<file path="config.mk">
export PLATFORM = sky130hd
export DESIGN_NAME = sertx_top
export DESIGN_NICKNAME = d
export VERILOG_FILES = /design/src/rtl/sertx_pkg.sv /design/src/rtl/sertx_divider.sv /design/src/rtl/sertx_shifter.sv /design/src/rtl/sertx_top.sv
export SDC_FILE = /design/constraint.sdc
export NUM_CORES = 1
export LEC_CHECK = 0
export ABC_AREA = 1
export BUFFER_PORTS_ARGS = -buffer_cell sky130_fd_sc_hd__clkbuf_2
export CORE_ASPECT_RATIO = 0.7
export CORE_MARGIN = 5
export CORE_UTILIZATION = 55
export DETAILED_ROUTE_END_ITERATION = 7
export PLACE_DENSITY = 0.77
export SETUP_SLACK_MARGIN = 0.15
export SYNTH_ARGS = -nofsm -noshare
export SYNTH_HDL_FRONTEND = slang
export SYNTH_SLANG_ARGS = --single-unit
</file>
<file path="constraint.sdc">
create_clock -name clk -period 3.61 [get_ports clk]
set_input_delay 0.5415 -clock clk [delete_from_list [all_inputs] [get_ports clk]]
set_output_delay 0.5415 -clock clk [all_outputs]
set_load 0.02 [all_outputs]
</file>
<file path="src/rtl/sertx_pkg.sv">
package sertx_pkg;

    // Frame format captured when a character enters the shift register
    typedef struct packed {
        logic len8;
        logic par_en;
        logic par_odd;
        logic stop2;
    } fmt_t;

    // Bit positions inside the transmit-control input
    localparam int CTL_RTS_OFF = 0;
    localparam int CTL_BREAK   = 1;

    // Bit period select codes
    localparam logic [1:0] DIV_SEL_ONE = 2'b00;
    localparam logic [1:0] DIV_SEL_MID = 2'b01;

endpackage

</file>
<file path="src/rtl/sertx_divider.sv">
module sertx_divider #(
    parameter int DIV_MID = 16,
    parameter int DIV_HI  = 64
) (
    input  logic       clk,
    input  logic       rst_n,
    input  logic [1:0] sel,
    output logic       tick
);
    import sertx_pkg::*;

    localparam int CW = $clog2(DIV_HI);
    localparam int LW = CW + 1;

    typedef struct packed {
        logic [CW-1:0] cnt;
    } div_st_t;

    div_st_t       st_d, st_q;
    logic [LW-1:0] limit;

    always_comb begin
        case (sel)
            DIV_SEL_ONE: limit = LW'(1);
            DIV_SEL_MID: limit = LW'(DIV_MID);
            default:     limit = LW'(DIV_HI);
        endcase
        // greater-or-equal so a ratio change mid-count cannot overrun
        tick = ({1'b0, st_q.cnt} >= (limit - LW'(1)));
        st_d = st_q;
        if (tick) st_d.cnt = '0;
        else      st_d.cnt = st_q.cnt + CW'(1);
    end

    always_ff @(posedge clk) begin
        if (!rst_n) st_q <= '0;
        else        st_q <= st_d;
    end

endmodule

</file>
<file path="src/rtl/sertx_shifter.sv">
module sertx_shifter #(
    parameter int DATA_W = 8
) (
    input  logic                 clk,
    input  logic                 rst_n,
    input  logic                 tick,
    input  logic                 start,
    input  logic [DATA_W-1:0]    data,
    input  sertx_pkg::fmt_t      fmt,
    output logic                 busy,
    output logic                 line
);
    import sertx_pkg::*;

    // data + parity + two stops; the start bit goes straight to the line
    localparam int SH_W = DATA_W + 3;
    localparam int LW   = $clog2(SH_W + 1);

    typedef struct packed {
        logic [SH_W-1:0] sh;
        logic [LW-1:0]   left;
        logic            line;
    } sh_st_t;

    sh_st_t          st_d, st_q;
    logic [SH_W-1:0] frame;
    logic [SH_W-1:0] dpad;
    logic [DATA_W-1:0] dmask;
    logic [LW-1:0]   n_dat;
    logic [LW-1:0]   n_rest;
    logic            par_bit;

    always_comb begin
        n_dat   = fmt.len8 ? LW'(DATA_W) : LW'(DATA_W - 1);
        dmask   = fmt.len8 ? {DATA_W{1'b1}} : {1'b0, {(DATA_W-1){1'b1}}};
        par_bit = (^(data & dmask)) ^ fmt.par_odd;
        dpad    = {3'b111, data};
        for (int i = 0; i < SH_W; i++) begin
            if (LW'(i) < n_dat)                    frame[i] = dpad[i];
            else if (LW'(i) == n_dat && fmt.par_en) frame[i] = par_bit;
            else                                    frame[i] = 1'b1;
        end
        n_rest = n_dat + LW'(fmt.par_en) + LW'(1) + LW'(fmt.stop2);

        st_d = st_q;
        if (tick) begin
            if (st_q.left != '0) begin
                st_d.line = st_q.sh[0];
                st_d.sh   = {1'b1, st_q.sh[SH_W-1:1]};
                st_d.left = st_q.left - LW'(1);
            end else if (start) begin
                st_d.line = 1'b0;
                st_d.sh   = frame;
                st_d.left = n_rest;
            end else begin
                st_d.line = 1'b1;
            end
        end
    end

    always_ff @(posedge clk) begin
        if (!rst_n) begin
            st_q.sh   <= '1;
            st_q.left <= '0;
            st_q.line <= 1'b1;
        end else begin
            st_q <= st_d;
        end
    end

    assign busy = (st_q.left != '0);
    assign line = st_q.line;

endmodule

</file>
<file path="src/rtl/sertx_top.sv">
module sertx_top #(
    parameter int DATA_W  = 8,
    parameter int DIV_MID = 16,
    parameter int DIV_HI  = 64
) (
    input  logic              clk,
    input  logic              rst_n,
    input  logic [1:0]        div_sel,
    input  logic              len8,
    input  logic              par_en,
    input  logic              par_odd,
    input  logic              stop2,
    input  logic [1:0]        tx_ctl,
    input  logic [DATA_W-1:0] din,
    input  logic              load,
    output logic              empty,
    input  logic              cts,
    output logic              rts,
    output logic              txd
);
    import sertx_pkg::*;

    typedef struct packed {
        logic [DATA_W-1:0] data;
        logic              full;
    } hold_st_t;

    hold_st_t hold_d, hold_q;
    logic     tick;
    logic     start;
    logic     busy;
    logic     line;
    logic     brk;
    logic     hold_full;
    fmt_t     fmt;

    assign brk       = tx_ctl[CTL_BREAK];
    assign fmt       = '{len8: len8, par_en: par_en, par_odd: par_odd, stop2: stop2};
    assign hold_full = hold_q.full;

    sertx_divider #(.DIV_MID(DIV_MID), .DIV_HI(DIV_HI)) u_div (
        .clk   (clk),
        .rst_n (rst_n),
        .sel   (div_sel),
        .tick  (tick)
    );

    assign start = tick & ~busy & hold_q.full & cts & ~brk;

    always_comb begin
        hold_d = hold_q;
        if (start) hold_d.full = 1'b0;
        if (load && !hold_q.full) begin
            hold_d.full = 1'b1;
            hold_d.data = din;
        end
    end

    always_ff @(posedge clk) begin
        if (!rst_n) hold_q <= '0;
        else        hold_q <= hold_d;
    end

    sertx_shifter #(.DATA_W(DATA_W)) u_sh (
        .clk   (clk),
        .rst_n (rst_n),
        .tick  (tick),
        .start (start),
        .data  (hold_q.data),
        .fmt   (fmt),
        .busy  (busy),
        .line  (line)
    );

    assign txd   = brk ? 1'b0 : line;
    assign empty = ~hold_q.full & cts;
    assign rts   = ~tx_ctl[CTL_RTS_OFF];

endmodule

</file>
* Word level (Yosys, flattened, before mapping)
Index checks and enable logic that the tools add are counted.
** Cells by class
- $add $sub $neg :: 6
- Magnitude comparators :: 12
- Equality and inequality tests :: 11
- Multiplexer cells :: 31
- Bitwise gates (word level) :: 12
- Reductions and logical operators :: 21
** Operators with widths (count)
- 1-bit two-way mux :: 26
- 3-bit by 4-bit equality test with 1-bit output (first input constant) :: 4
- 3-bit by 4-bit < comparator with 1-bit output (first input constant) :: 4
- 16-bit two-way mux :: 1
- 15-bit two-way mux :: 1
- 7-bit case mux with 2 select lines :: 1
- 4-bit equality test (first input constant) :: 3
- 1-bit logical AND :: 12
- 4-bit < comparator (first input constant) :: 3
- 4-bit by 1-bit adder with 4-bit output :: 2
- 8-bit AND :: 1
- 2-bit by 4-bit equality test with 1-bit output (first input constant) :: 2
- 1-bit by 4-bit < comparator with 1-bit output (first input constant) :: 2
- 2-bit by 4-bit < comparator with 1-bit output (first input constant) :: 2
- 8-bit two-way mux :: 1
- 8-bit parity :: 1
- 6-bit by 7-bit >= comparator with 1-bit output :: 1
- 7-bit by 1-bit subtractor with 7-bit output (second input constant) :: 1
- 6-bit by 1-bit adder with 6-bit output (second input constant) :: 1
- 1-bit AND :: 5
- 1-bit NOT :: 5
- 4-bit by 1-bit adder with 4-bit output (second input constant) :: 1
- 1-bit by 4-bit equality test with 1-bit output (first input constant) :: 1
- 4-bit logical NOT :: 1
- other kinds (10) :: 11
** Storage, ports and cells
- Bits in registers :: 31
- Input bits :: 20
- Output and inout bits :: 3
- Word-level logic and storage cells :: 99

* Longest topological paths before layout
Gate-level depths: netlist of run 1.
- Word-level depth :: 10
- Mapped depth :: 14
- Gate-level depth less buffers :: 14

* Cells and area by module
A second synthesis of run 1 with hierarchy kept.
** Second synthesis, totals
- Cell total of the unflattened synthesis :: 253
- Area total of the unflattened synthesis :: 1800.5 um^2
** Modules (own cells, without submodules)
- sertx_shifter :: times used 1, cells an instance 136, area an instance 989.7 um^2, sequential area each 280.3 um^2
- sertx_top :: times used 1, cells an instance 66, area an instance 425.4 um^2, sequential area each 180.2 um^2
- sertx_divider :: times used 1, cells an instance 51, area an instance 385.4 um^2, sequential area each 120.1 um^2

* Least setup slack after synthesis of run 1
Ideal clock, no wire load.
- Path kind :: input port to flip-flop
- From :: in len8
- To :: reg u_sh.st_q[3] (netlist bit)
- Library setup time :: 0.113 ns
- Arrival time :: 1.727 ns
- Data required time :: 3.497 ns
- Setup slack :: 1.770 ns
- Stages on the path :: 11
- Buffers on the path :: 0
- Cell sequence :: inv_1 ha_1 inv_1 ha_1 ha_1 a21oi_1 nor2_1 a21oi_1 nand3_1 nand2_1 a21oi_2
** On the way
- Longest elaborated chain between the ends :: 6
** RTL lines
- start: declaration :: RTL line sertx_top.sv:9 : input logic len8,
- 4-bit two-way mux :: RTL line sertx_shifter.sv:34 : n_dat = fmt.len8 ? LW'(DATA_W) : LW'(DATA_W - 1);
- 4-bit by 1-bit adder with 4-bit output (3 in series) :: RTL line sertx_shifter.sv:43 : n_rest = n_dat + LW'(fmt.par_en) + LW'(1) + LW'(fmt.stop2);
- 15-bit two-way mux :: RTL line sertx_shifter.sv:51 : end else if (start) begin
- 16-bit two-way mux :: RTL line sertx_shifter.sv:47 : if (st_q.left != '0) begin
- end signal: assignment :: RTL line sertx_shifter.sv:67 : st_q <= st_d;
- end: declaration :: RTL line sertx_shifter.sv:25 : sh_st_t st_d, st_q;
No other way between the ends. The select of a mux whose other input is x is not followed.
A chain may end at the register's enable or synchronous reset.

* Final worst setup path of run 1
Ends and elaborated chain as after synthesis.

==> impl_metrics.json, run 1 <==
{
  "outcome": "finished, final reports clean",
  "cts-buffers-inserted": 5,
  "gr-total-overflow": 0,
  "cts_resized": 0,
  "fin_crit_ns": 1.90,
  "dpl_cell_area_mm2": 0.00180,
  "yosysWarnings": 0,
  "slew_headroom_pct": 69.3,
  "track_usage_pct": 16.6,
  "drive_gt1_share_pct": 13.8,
  "row_count": 16,
  "clock_path_buffers": 2,
  "sw_frac_of_total_pct": 27.0,
  "reg2reg_from": "u_div.st_q[0]",
  "grt_max_degree": 25,
  "wirelength_um": 3240,
  "finalSetupTns_ns": 0,
  "final_cell_count_no_fill": 311,
  "path_clk_slew_ns": 0.06,
  "port_buffers": 22,
  "hp-class": "flip-flop to flip-flop",
  "dieArea_mm2": 0.00425,
  "vdd_drop_max_mv": 0.272,
  "wl_per_cell_um": 10.4,
  "root_buffer": "clkbuf_8",
  "nFillCells": 272,
  "ys_top_cells_by_area": "dfxtp_1 (35%), nand2_1 (16%), inv_1 (7.9%)",
  "cp.arrival_ns": 2.08,
  "cpMostUsedCell": "ha_1",
  "fin_skew_ns": 0.00686,
  "powerDensity_mw_per_mm2": 373,
  "synthDistinctLibCells": 28,
  "vias": 1506,
  "yosysTopAreaCell": "dfxtp_1",
  "hold_ws_ns": 0.461,
  "crit_chain": "clkbuf_2 > inv_1 > ha_1 > inv_1 > ha_1 > ha_1 > a21oi_1 > nor2_1 > a21oi_1 > nand3_1 > nand2_1 > a21oi_2",
  "maxCapViolCount": 0,
  "gp_congestion": 0.826,
  "synth_top_cell_area_share_pct": 34.8,
  "cp-startpoint": "len8",
  "min-delay-start": "u_div.st_q[0]",
  "first_pass_iters": 4,
  "power_frac_comb_pct": 15.6,
  "worstPathRequired_ns": 3.78,
  "clkLatencyLatePin_ns": 0.27,
  "num_antenna_cells": 0,
  "use_met1_pct": 22.1,
  "clkPwrFrac_pct": 35.4,
  "use_met3_pct": 4.87,
  "placedCellCount": 303,
  "antenna_found_initial": 0,
  "hold_viol": 0,
  "grt_pass1_vias": 1277,
  "htree_levels": 2,
  "p_int_mw": 0.510,
  "final_nets": 305,
  "setup-violations-final": 0,
  "die_h_um": 56.1,
  "critPathKind": "input pin to flip-flop",
  "drtAntennaViolNets": 0,
  "slowest_delay_ns": 0.29,
  "finish.instance_area_mm2": 0.00188,
  "top_usage_layer": "met2",
  "ys_seq_elements": 29,
  "core_area_mm2": 0.00286,
  "viasPerCell": 4.84,
  "power_switching_mw": 0.189,
  "syn_area_mm2": 0.00167,
  "yosysSeqAreaShare_pct": 34.8,
  "die_w_um": 75.8,
  "post-cts-setup-buffers": 0,
  "critPathCaptureType": "flip-flop",
  "p_leak_nw": 0.966,
  "cp_slowest_cell": "ha_1",
  "crit_path_max_fanout": 7,
  "startpoint_type": "input pin",
  "grt_pass1_wl_um": 5440,
  "place_hpwl_um": 2420,
  "first_iter_violations": 71,
  "syn-num-nets": 281,
  "initial_utilization_pct": 58.3,
  "drc": 0,
  "cts_sinks": 29,
  "syn_inst": 250,
  "rsz0062_at_grt": "false",
  "avgSynthCellArea_um2": 6.68,
  "fin_crit_sh_pct": 52.8,
  "io_pins": 23,
  "tightest_slew_ns": 0.460,
  "slew_violations": 0,
  "cts_tree": "built",
  "p_seq_share_pct": 48.9,
  "grt_util_met2_pct": 24.9,
  "max_freq_ghz": 0.525,
  "postCtsHoldBufs": 0,
  "area_delta_synth_final_pct": 12.4
}
==> routing by layer <==
| metal | up-vias | part of all wire (%) |
|---|---|---|
| met5 | - | 0 |
| met4 | 0 | 1.0 |
| met3 | 5 | 4.4 |
| met2 | 23 | 45 |
| met1 | 640 | 50 |
| li1 | 838 | - |
==> area by class of cell <==
cell class | count | area, um2 | share of cell area [%]
timing repair buffer | 22 | 110 | 5.87
sequential | 29 | 581 | 30.9
multi-input combinational | 177 | 912 | 48.6
clock buffer | 8 | 80.1 | 4.27
inverter | 39 | 149 | 7.93
tap | 36 | 45.0 | 2.40
==> cells in the mapped netlist (all sizes together) <==
| cell | number |
|---|---|
| nand2 | 74 |
| inv | 39 |
| dfxtp | 29 |
| nor2 | 25 |
| nand3 | 22 |
| o21ai | 21 |
| a21oi | 15 |
| ha | 10 |
| buf | 3 |
| clkbuf | 2 |
| nand4 | 2 |
| nor3b | 2 |
| a21boi | 1 |
| fa | 1 |
| nand3b | 1 |
| nor3 | 1 |
| or3 | 1 |
| xor2 | 1 |
==> flip-flops by register name, indices dropped and copies added (netlist names) <==
signal / flops
u_sh.st_q: 13
hold_q: 8
u_div.st_q: 6
hold_full: 1
u_sh.line: 1
==> cells by family after synthesis <==
kind of cell / count (synthesis) / synth area share [%]
AND/OR/NAND/NOR: 128 / 34.0
buffers and inverters: 44 / 10.6
AO/OA/AOI/OAI: 37 / 11.5
flip-flops: 29 / 34.8
adder cells (fa/ha/maj): 11 / 8.70
XOR/XNOR: 1 / 0.525
==> stage by stage <==
step	worst slack (ns)	power (mW)	util, %
floorplan	1.77	0.425	-
global placement	1.50	0.454	62.8
detailed placement	1.44	0.458	62.8
CTS	1.73	0.704	65.6
global route	1.58	0.740	65.6
finish	1.71	0.699	65.6
==> critical path: cells and delay by family <==
kind	cells	cell delay, ns
buf+inv	3	0.33
fa+ha+maj	3	0.68
compound gates	3	0.29
simple gates	3	0.23
==> final timing paths <==
kind | slack, ns | end | depth (start not counted)
max | 1.71 | u_sh.st_q[3] | 12
min | 0.46 | u_div.st_q[0] | 1
max reg2reg | 1.94 | u_sh.st_q[6] | 12
min reg2reg | 0.46 | u_div.st_q[0] | 1
==> power groups by stage <==
| stage | Combinational (mW) | Clock (mW) | Sequential (mW) |
|---|---|---|---|
| after detailed placement | 0.109 | 0 | 0.349 |
| after floorplan | 0.0777 | 0 | 0.347 |
| after global routing | 0.128 | 0.268 | 0.344 |
| final | 0.109 | 0.248 | 0.342 |
| after global placement | 0.105 | 0 | 0.349 |
| after CTS | 0.110 | 0.252 | 0.342 |
==> placed cells by master, fill, tap and decap left out, drive strengths merged, types with 2 or more instances in the layout <==
cell type and count:
clkbuf 30, nor3b 2, nand4 2, o21ai 21, nand2 74, inv 39, nor2 25, dfxtp 29
nand3 22, a21oi 15, ha 10
(Power assumes the default switching activity.)
==> run 2: changes to the inputs <==
==> constraint.sdc (replaced) <==
create_clock -name clk -period 1.8 [get_ports clk]
set_input_delay 0.27 -clock clk [delete_from_list [all_inputs] [get_ports clk]]
set_output_delay 0.27 -clock clk [all_outputs]
set_load 0.02 [all_outputs]
==> impl_metrics.json, run 2 (synthesized netlist as in run 1, its figures left out) <==
{
  "finalSetupTns_ns": 0,
  "htree_levels": 2,
  "place_hpwl_um": 2480,
  "cp.arrival_ns": 1.78,
  "crit_path_max_fanout": 7,
  "critPathKind": "flip-flop to flip-flop",
  "cts-buffers-inserted": 5,
  "tightest_slew_ns": 0.396,
  "hold_viol": 0,
  "num_antenna_cells": 0,
  "clkLatencyLatePin_ns": 0.27,
  "viasPerCell": 4.95,
  "largestRegisters": "u_sh.st_q: 13 flops, hold_q: 8 flops, u_div.st_q: 6 flops",
  "startpoint_type": "flip-flop",
  "critPathCaptureType": "flip-flop",
  "vdd_drop_max_mv": 0.549,
  "r2r-end": "u_sh.st_q[12]",
  "rsz0062_at_grt": "false",
  "antenna_found_initial": 0,
  "final_common_cell": "nand2_1",
  "reg2reg_slack_ns": 0.19,
  "drc": 0,
  "hp-class": "input pin to flip-flop",
  "seqCellArea_um2": 583,
  "largest_reg_flops": 13,
  "first_pass_iters": 4,
  "nFillCells": 240,
  "multi_input_area_um2": 963,
  "wl_per_cell_um": 11.2,
  "path_clk_slew_ns": 0.06,
  "maxCapViolCount": 0,
  "final_nets": 319,
  "cp_slowest_cell": "dfxtp_2",
  "first_iter_violations": 118,
  "cpMostUsedCell": "nand2_1",
  "grt_pass1_vias": 1283,
  "worstPathRequired_ns": 1.97,
  "postCtsHoldBufs": 0,
  "final_util_pct": 70.9,
  "critPathBufInv": 1,
  "r2r_cells": 10,
  "max_freq_ghz": 0.620,
  "slew_violations": 0,
  "fin_crit_sh_pct": 89.6,
  "cp_top_family": "simple AND/OR/NAND/NOR gates",
  "clock_path_buffers": 2,
  "powerDensity_mw_per_mm2": 713,
  "fin_crit_ns": 1.61,
  "root_buffer": "clkbuf_8",
  "slowest_delay_ns": 0.33,
  "hold_path_end": "hold_q[8]",
  "gp_congestion": 0.823,
  "area_delta_synth_final_pct": 21.6,
  "cts_tree": "built",
  "setup-violations-final": 0,
  "grt_pass1_wl_um": 5430,
  "most-common-layout-cells": "nand2_1 (69), inv_1 (34), dfxtp_1 (27)",
  "holdPathStages": 3,
  "dieArea_mm2": 0.00425,
  "track_usage_pct": 16.4,
  "gr-total-overflow": 0,
  "grt_max_degree": 24,
  "crit_chain": "ha_1 > a21boi_2 > nand2_1 > nand2_1 > nand2_2 > nand2_4 > nand2_8 > buf_4 > a21oi_2 > nand2_1",
  "port_buffers": 22,
  "wirelength_um": 3630,
  "fin_skew_ns": 0.00208,
  "die_w_um": 75.8,
  "io_pins": 23,
  "initial_utilization_pct": 58.3,
  "p_leak_nw": 1.05,
  "reg2reg_from": "u_div.st_q[4]",
  "drive_gt1_share_pct": 21.2,
  "outcome": "finished, final reports clean",
  "vias": 1605,
  "row_count": 16,
  "largest_register": "u_sh.st_q",
  "core_area_mm2": 0.00286,
  "cts_sinks": 29,
  "min-delay-start": "din[7]",
  "die_h_um": 56.1,
  "drtAntennaViolNets": 0,
  "slew_headroom_pct": 73.5
}
## run 2: worst max-delay path by stage
stage | from | endpoint | slack, ns | cells past startpoint
3_5_place_dp | len8 | u_sh.st_q[3] | 0.03 | 12
3_3_place_gp | par_en | u_sh.st_q[3] | 0.05 | 11
6_report | u_div.st_q[4] | u_sh.st_q[12] | 0.19 | 10
2_1_floorplan | len8 | u_sh.st_q[3] | 0.23 | 11
5_1_grt | u_div.st_q[4] | u_sh.st_q[8] | 0.10 | 10
4_1_cts | u_div.st_q[0] | u_div.st_q[2] | 0.22 | 9
## run 2: layout make-up
cell class              count  area share, %
multi-input cells         179           47.5
flip-flops and latches     29           28.7
repair buffers             34           9.86
inverters                  39           7.46
clock buffers               7           4.25
well taps                  36           2.22
## run 2: stage by stage
stage | worst slack, ns | power, mW | instances | hold WS, ns | area (um2)
2_1_floorplan | 0.232 | 0.851 | 250 | 0.402 | 1670
3_3_place_gp | 0.0546 | 0.920 | 307 | 0.448 | 1830
3_5_place_dp | 0.0256 | 0.925 | 307 | 0.461 | 1830
4_1_cts | 0.218 | 1.44 | 314 | 0.225 | 1910
5_1_grt | 0.100 | 1.53 | 324 | 0.247 | 2030
6_report | 0.188 | 1.45 | 324 | 0.227 | 2030
## run 2: report_power, final
part           internal (mW)  switching [mW]
combinational         0.0955           0.145
clock                  0.302           0.218
sequential             0.668          0.0184
## run 2: timing repair
action                     in CTS  in global routing
setup endpoints to repair       0                 18
gates resized for setup         0                 11
buffers inserted                0                  8
## run 2: worst reg2reg max path: cells and delay by family, from the launching register on
kind | cells | cell delay, ns
simple gates | 6 | 0.49
compound gates | 2 | 0.27
buf+inv | 1 | 0.14
flops | 1 | 0.33
fa+ha+maj | 1 | 0.27
## run 2: per-layer routing
| layer | GRT usage [%] | up-vias | share of wire, % |
|---|---|---|---|
| met1 | 23.8 | 699 | 48 |
| met5 | 0 | - | 0 |
| li1 | - | 869 | - |
| met3 | 4.87 | 4 | 5.5 |
| met2 | 23.2 | 33 | 45 |
| met4 | 4.49 | 0 | 0.77 |
